## src/rtl/dds_pkg.sv

```systemverilog
package dds_pkg;

  localparam real TWO_PI = 6.283185307179586;

  // Rounded, symmetric sine code for table slot idx out of depth slots.
  function automatic int sine_code(input int idx, input int depth, input int peak);
    real a;
    a = $sin(TWO_PI * idx / depth) * peak;
    if (a >= 0.0) return $rtoi(a + 0.5);
    else return -$rtoi(0.5 - a);
  endfunction

endpackage

```

## src/rtl/phase_accum.sv

```systemverilog
module phase_accum #(
  parameter int ACC_W = 16
) (
  input  logic             clk,
  input  logic             rst,
  input  logic             step_i,
  input  logic [ACC_W-1:0] inc_i,
  output logic [ACC_W-1:0] acc_o
);

  always_ff @(posedge clk) begin
    if (rst) acc_o <= '0;
    else if (step_i) acc_o <= acc_o + inc_i;
  end

endmodule

```

## src/rtl/phase_shaper.sv

```systemverilog
module phase_shaper #(
  parameter int IN_W  = 12,
  parameter int OUT_W = 8,
  parameter int GUARD = 3
) (
  input  logic             clk,
  input  logic             rst,
  input  logic             step_i,
  input  logic [IN_W-1:0]  x_i,
  output logic [OUT_W-1:0] phase_o
);

  localparam int DROP  = IN_W - OUT_W;
  localparam int SUM_W = IN_W + GUARD;
  localparam int TAPS  = 4;

  logic [DROP-1:0]         err_q [TAPS];
  logic signed [SUM_W-1:0] fb_w;
  logic signed [SUM_W-1:0] sum_w;

  function automatic logic signed [SUM_W-1:0] widen(input logic [DROP-1:0] e);
    return signed'({{(SUM_W-DROP){1'b0}}, e});
  endfunction

  // Error feedback realizing a (1 - z^-1)^4 noise transfer.
  always_comb begin
    fb_w  = (widen(err_q[0]) <<< 2)
          - (widen(err_q[1]) <<< 2) - (widen(err_q[1]) <<< 1)
          + (widen(err_q[2]) <<< 2)
          - widen(err_q[3]);
    sum_w = signed'({{(SUM_W-IN_W){1'b0}}, x_i}) + fb_w;
  end

  always_ff @(posedge clk) begin
    if (rst) begin
      phase_o <= '0;
      for (int i = 0; i < TAPS; i++) err_q[i] <= '0;
    end else if (step_i) begin
      phase_o  <= sum_w[DROP +: OUT_W];
      err_q[0] <= sum_w[DROP-1:0];
      for (int i = 1; i < TAPS; i++) err_q[i] <= err_q[i-1];
    end
  end

endmodule

```

## src/rtl/sine_rom.sv

```systemverilog
module sine_rom #(
  parameter int ADDR_W = 8,
  parameter int AMP_W  = 12
) (
  input  logic                    clk,
  input  logic                    rst,
  input  logic                    rd_i,
  input  logic [ADDR_W-1:0]       addr_i,
  output logic signed [AMP_W-1:0] data_o
);

  localparam int DEPTH = 1 << ADDR_W;
  localparam int PEAK  = (1 << (AMP_W - 1)) - 1;

  logic signed [AMP_W-1:0] mem [DEPTH];

  initial begin
    for (int i = 0; i < DEPTH; i++)
      mem[i] = AMP_W'(dds_pkg::sine_code(i, DEPTH, PEAK));
  end

  always_ff @(posedge clk) begin
    if (rst) data_o <= '0;
    else if (rd_i) data_o <= mem[addr_i];
  end

endmodule

```

## src/rtl/dds_shaped_top.sv

```systemverilog
module dds_shaped_top #(
  parameter int ACC_W = 16,
  parameter int SHP_W = 12,
  parameter int PH_W  = 8,
  parameter int AMP_W = 12
) (
  input  logic                    clk,
  input  logic                    rst,
  input  logic                    en_i,
  input  logic [ACC_W-1:0]        ftw_i,
  output logic signed [AMP_W-1:0] sample_o,
  output logic                    valid_o
);

  logic [ACC_W-1:0] acc_q;
  logic [PH_W-1:0]  phase_q;
  logic             st1_q, st2_q;

  phase_accum #(.ACC_W(ACC_W)) u_acc (
    .clk(clk), .rst(rst), .step_i(en_i), .inc_i(ftw_i), .acc_o(acc_q)
  );

  phase_shaper #(.IN_W(SHP_W), .OUT_W(PH_W)) u_shp (
    .clk(clk), .rst(rst), .step_i(st1_q),
    .x_i(acc_q[ACC_W-1 -: SHP_W]), .phase_o(phase_q)
  );

  sine_rom #(.ADDR_W(PH_W), .AMP_W(AMP_W)) u_rom (
    .clk(clk), .rst(rst), .rd_i(st2_q), .addr_i(phase_q), .data_o(sample_o)
  );

  always_ff @(posedge clk) begin
    if (rst) begin
      st1_q   <= 1'b0;
      st2_q   <= 1'b0;
      valid_o <= 1'b0;
    end else begin
      st1_q   <= en_i;
      st2_q   <= st1_q;
      valid_o <= st2_q;
    end
  end

endmodule

```

## config.mk

```make
export PLATFORM = sky130hd
export DESIGN_NAME = dds_shaped_top
export DESIGN_NICKNAME = d
export VERILOG_FILES = /design/src/rtl/dds_pkg.sv /design/src/rtl/phase_accum.sv /design/src/rtl/phase_shaper.sv /design/src/rtl/sine_rom.sv /design/src/rtl/dds_shaped_top.sv
export SDC_FILE = /design/constraint.sdc
export NUM_CORES = 1
export LEC_CHECK = 0
export BUFFER_PORTS_ARGS = -buffer_cell sky130_fd_sc_hd__buf_2
export CAP_MARGIN = 20
export CORE_MARGIN = 1.5
export CORE_UTILIZATION = 25
export CTS_CLUSTER_DIAMETER = 80
export CTS_CLUSTER_SIZE = 24
export DETAILED_ROUTE_END_ITERATION = 16
export PLACE_DENSITY = 0.39
export SLEW_MARGIN = 15
export SYNTH_ARGS = -nofsm -noshare
export SYNTH_HDL_FRONTEND = slang
export SYNTH_SLANG_ARGS = --single-unit
```

## constraint.sdc

```tcl
create_clock -name clk -period 9.2 [get_ports clk]
set_clock_uncertainty 0.05 [all_clocks]
set_input_delay 0.92 -clock clk [delete_from_list [all_inputs] [get_ports clk]]
set_output_delay 0.92 -clock clk [all_outputs]
set_load 0.05 [all_outputs]
```

==> impl_metrics.prom <==
# TYPE chip_impl_metric gauge
chip_impl_info{name="outcome",value="finished clean"} 1
chip_impl_metric{name="maximum_level_of_the_cts_h_tree",unit=""} 2
chip_impl_metric{name="clock_sinks",unit=""} 55
chip_impl_metric{name="wire_length_of_the_first_global_routing_pass",unit="mm"} 43.2
chip_impl_metric{name="count_of_final_max_slew_check_failures",unit=""} 0
chip_impl_metric{name="crit_required",unit="ps"} 9400
chip_impl_metric{name="post_synth.cell_area_avg",unit="um2"} 7.58
chip_impl_info{name="synthFlopType",value="sky130_fd_sc_hd__dfxtp_1"} 1
chip_impl_metric{name="drive_gt1_frac",unit=""} 0.0832
chip_impl_metric{name="endpoints_failing_setup",unit=""} 0
chip_impl_metric{name="synth_warnings",unit=""} 0
chip_impl_metric{name="syn_area",unit="um2"} 7140
chip_impl_metric{name="globalRoute.totalOverflow",unit=""} 0
chip_impl_metric{name="tritoncts.num_buffers",unit=""} 5
chip_impl_metric{name="cts.clk_slew.worst_paths",unit="ps"} 90
chip_impl_metric{name="antenna_found_initial",unit=""} 0
chip_impl_metric{name="dr.first_iter.drc_count",unit=""} 827
chip_impl_metric{name="postSynthNetCount",unit=""} 1028
chip_impl_metric{name="final_period_minus_worst_setup_slack",unit="ps"} 4590
chip_impl_metric{name="slew-limit-headroom",unit=""} 0.402
chip_impl_metric{name="flip_flop_and_latch_count_after_synthesis",unit=""} 55
chip_impl_info{name="crit_end",value="u_shp.phase_o[7]"} 1
chip_impl_metric{name="groute.usage.overall",unit=""} 0.194
chip_impl_metric{name="power.clock.fraction",unit=""} 0.080
chip_impl_metric{name="max-clock-path-buffers",unit=""} 2
chip_impl_metric{name="core_region_area",unit="um2"} 27900
chip_impl_info{name="reg2reg_from",value="u_shp.err_q[1][0]"} 1
chip_impl_metric{name="switching_share",unit=""} 0.580
chip_impl_info{name="worstHoldPathType",value="flip-flop to flip-flop"} 1
chip_impl_metric{name="area.growth.synth_to_final",unit="%"} 5.80
chip_impl_metric{name="logic_depth_of_the_worst_register_to_register_path",unit=""} 17
chip_impl_metric{name="post_synth_inst_count",unit=""} 942
chip_impl_metric{name="fp.dieH",unit="um"} 172
chip_impl_metric{name="place_hpwl",unit="mm"} 19.5
chip_impl_metric{name="area.sequential",unit="um2"} 1270
chip_impl_metric{name="first_global_vias",unit=""} 7101
chip_impl_metric{name="io_buffer_count",unit=""} 31
chip_impl_metric{name="netSwitchingPower",unit="uW"} 1580
chip_impl_metric{name="synth_seq_area_share",unit=""} 0.177
chip_impl_metric{name="n_fill_cell",unit=""} 3185
chip_impl_info{name="cts-root-buf",value="sky130_fd_sc_hd__clkbuf_16"} 1
chip_impl_metric{name="drcViolationCount",unit=""} 0
chip_impl_metric{name="ff2ff_setup_slack",unit="ps"} 4610
chip_impl_metric{name="grt_max_degree",unit=""} 66
chip_impl_metric{name="die_area",unit="um2"} 29600
chip_impl_metric{name="placementRows",unit=""} 61
chip_impl_info{name="worst_r2r_endpoint",value="u_shp.phase_o[7]"} 1
chip_impl_metric{name="routed_antenna_nets",unit=""} 0
chip_impl_metric{name="synth_enable_flop_cells",unit=""} 16
chip_impl_metric{name="post_drt_via_cell_ratio",unit=""} 5.60
chip_impl_metric{name="initial_util",unit=""} 0.256
chip_impl_metric{name="synth.lib_cells_used.distinct",unit=""} 82
chip_impl_metric{name="power.sequential.fraction",unit=""} 0.161
chip_impl_metric{name="finalInstanceArea",unit="um2"} 7560
chip_impl_metric{name="io_pins",unit=""} 32
chip_impl_metric{name="routedWlPerCell",unit="um"} 21.7
chip_impl_metric{name="max-vdd-ir-drop",unit="mV"} 0.125
chip_impl_metric{name="die_width",unit="um"} 172
chip_impl_info{name="critical_path.startpoint_type",value="flip-flop"} 1
chip_impl_metric{name="ys_async_sr_fraction",unit=""} 0
chip_impl_metric{name="design.final.nets",unit=""} 999
chip_impl_metric{name="postRouteWirelength",unit="mm"} 28.0
chip_impl_metric{name="final_clock_period_utilization_by_the_worst_path",unit=""} 0.499
chip_impl_metric{name="maxCapViolations",unit=""} 0
chip_impl_info{name="final_common_cell",value="sky130_fd_sc_hd__nor2_1"} 1
chip_impl_metric{name="final_core_utilization",unit=""} 0.270
chip_impl_metric{name="count_of_tritonroute_iterations_in_the_first_routing_pass",unit=""} 6
chip_impl_metric{name="place.gp.congestion",unit=""} 0.909
chip_impl_metric{name="worstPathMaxFanout",unit=""} 3
chip_impl_info{name="most_used_cells_in_the_layout_excluding_fill_and_tap_cells",value="sky130_fd_sc_hd__nor2_1, sky130_fd_sc_hd__a21oi_1, sky130_fd_sc_hd__nand2_1"} 1
chip_impl_info{name="tritoncts",value="done"} 1
chip_impl_info{name="critPathCaptureType",value="flip-flop"} 1
chip_impl_metric{name="power_density",unit="nW/um2"} 362
chip_impl_metric{name="ctsResizeCount",unit=""} 0
chip_impl_info{name="rsz0062_at_grt",value="no"} 1
chip_impl_metric{name="num_vias",unit=""} 7229
chip_impl_metric{name="postCtsSetupBuffers",unit=""} 0
chip_impl_metric{name="placement.cell_area",unit="um2"} 7400
chip_impl_metric{name="multiInputGateArea",unit="um2"} 5160
chip_impl_info{name="cp-startpoint",value="u_shp.err_q[1][0]"} 1
chip_impl_metric{name="static-leakage-power",unit="uW"} 0.00296
chip_impl_metric{name="cell_internal_pwr",unit="uW"} 1150
chip_impl_metric{name="tightest_slew",unit="ps"} 875
chip_impl_metric{name="cts_hold_buf",unit=""} 0
chip_impl_metric{name="fmax",unit="MHz"} 218
chip_impl_info{name="criticalPathCategory",value="flip-flop to flip-flop"} 1
chip_impl_metric{name="clock_latency",unit="ps"} 320
chip_impl_metric{name="cp.arrival",unit="ps"} 4800
chip_impl_metric{name="timing_hold_violations_final",unit=""} 0
chip_impl_metric{name="setup_total_negative_slack",unit="ps"} 0
chip_impl_metric{name="combinational_fraction_of_design_power",unit=""} 0.759
chip_impl_metric{name="antenna-diode-count",unit=""} 0
## synth_stat cells, types with 13 or more instances
master	n	area, um2
sky130_fd_sc_hd__and2_1	14	87.6
sky130_fd_sc_hd__a31oi_1	16	100
sky130_fd_sc_hd__o21ai_0	57	285
sky130_fd_sc_hd__nand2b_1	33	206
sky130_fd_sc_hd__ha_1	53	663
sky130_fd_sc_hd__buf_6	13	146
sky130_fd_sc_hd__a211oi_1	20	150
sky130_fd_sc_hd__nor2b_1	29	181
sky130_fd_sc_hd__inv_1	62	233
sky130_fd_sc_hd__nand3_1	20	100
sky130_fd_sc_hd__edfxtp_1	16	480
sky130_fd_sc_hd__nor2_1	80	300
sky130_fd_sc_hd__buf_2	26	130
sky130_fd_sc_hd__a21o_1	17	128
sky130_fd_sc_hd__mux2i_1	18	180
sky130_fd_sc_hd__o211ai_1	17	128
sky130_fd_sc_hd__a21oi_1	69	345
sky130_fd_sc_hd__nor3_1	24	120
sky130_fd_sc_hd__a311oi_1	19	166
sky130_fd_sc_hd__nand2_1	69	259
sky130_fd_sc_hd__dfxtp_1	39	781
sky130_fd_sc_hd__fa_1	14	280
sky130_fd_sc_hd__clkbuf_1	25	93.8
## sequential cells by signal (all words and copies together) (netlist names)
name           cells
st1_q              1
u_shp.err_q       16
u_rom.data_o      12
u_shp.phase_o      8
u_acc.acc_o       16
st2_q              1
valid_o            1
## metrics by stage
stage               std cells  power, uW  setup WS (ps)  hold slack, ps
finish                   1292       2730           4610             407
global placement         1284       2500           4630             390
floorplan                 942       1960           4840             415
global route             1292       2940           4360             445
detailed placement       1284       2460           4630             395
CTS                      1292       2700           4590             408
## area by class of cell
cell class              count  share of cell area
repair buffers             43              0.0325
inverters                  65              0.0323
well taps                 378              0.0626
clock inverters             3             0.00414
clock buffers               5              0.0166
multi-input cells         743               0.684
flip-flops and latches     55               0.168
## kinds of logic (layout without fill, tap and decap cells)
family	count (synthesis)	count (layout)	synth area share
simple gates	317	317	0.225
xor+xnor	19	19	0.0233
flops	55	55	0.177
fa+ha+maj	67	67	0.132
mux	22	22	0.0363
buf+inv	144	116	0.100
compound gates	318	318	0.306
## power groups by stage
stage / Clock (uW) / Sequential [uW] / Combinational [uW]
after detailed placement: 0 / 440 / 2020
after global placement: 0 / 442 / 2060
after CTS: 228 / 434 / 2040
after global routing: 235 / 450 / 2260
after floorplan: 0 / 350 / 1610
final: 220 / 440 / 2070
## critical path: stages (launching register included)
cell	delay (ps)
sky130_fd_sc_hd__edfxtp_1	420
sky130_fd_sc_hd__ha_1	230
sky130_fd_sc_hd__fa_1	470
sky130_fd_sc_hd__fa_1	540
sky130_fd_sc_hd__inv_1	50
sky130_fd_sc_hd__fa_1	490
sky130_fd_sc_hd__inv_1	50
sky130_fd_sc_hd__fa_1	460
sky130_fd_sc_hd__inv_1	60
sky130_fd_sc_hd__ha_1	160
sky130_fd_sc_hd__inv_1	50
sky130_fd_sc_hd__fa_1	400
sky130_fd_sc_hd__nor2b_1	120
sky130_fd_sc_hd__o21ai_0	80
sky130_fd_sc_hd__nand2b_1	150
sky130_fd_sc_hd__a311oi_1	120
sky130_fd_sc_hd__or4_1	510
sky130_fd_sc_hd__nand3_1	90
## per-layer routing
layer	vias up	GRT usage	wire, um
met2	342	0.324	13100
li1	3388	-	-
met4	0	0.0957	1270
met1	3429	0.244	11900
met3	70	0.0266	1780
met5	-	0	0
## worst min path at each step
stage	start	to	cells past startpoint
finish	u_rom.data_o[2]	u_rom.data_o[2]	2
global route	u_rom.data_o[2]	u_rom.data_o[2]	2
CTS	u_rom.data_o[2]	u_rom.data_o[2]	2
detailed placement	u_rom.data_o[2]	u_rom.data_o[2]	2
global placement	u_rom.data_o[11]	u_rom.data_o[11]	2
floorplan	u_acc.acc_o[0]	u_acc.acc_o[0]	2
No activity file was read; power rests on OpenSTA's default activity.
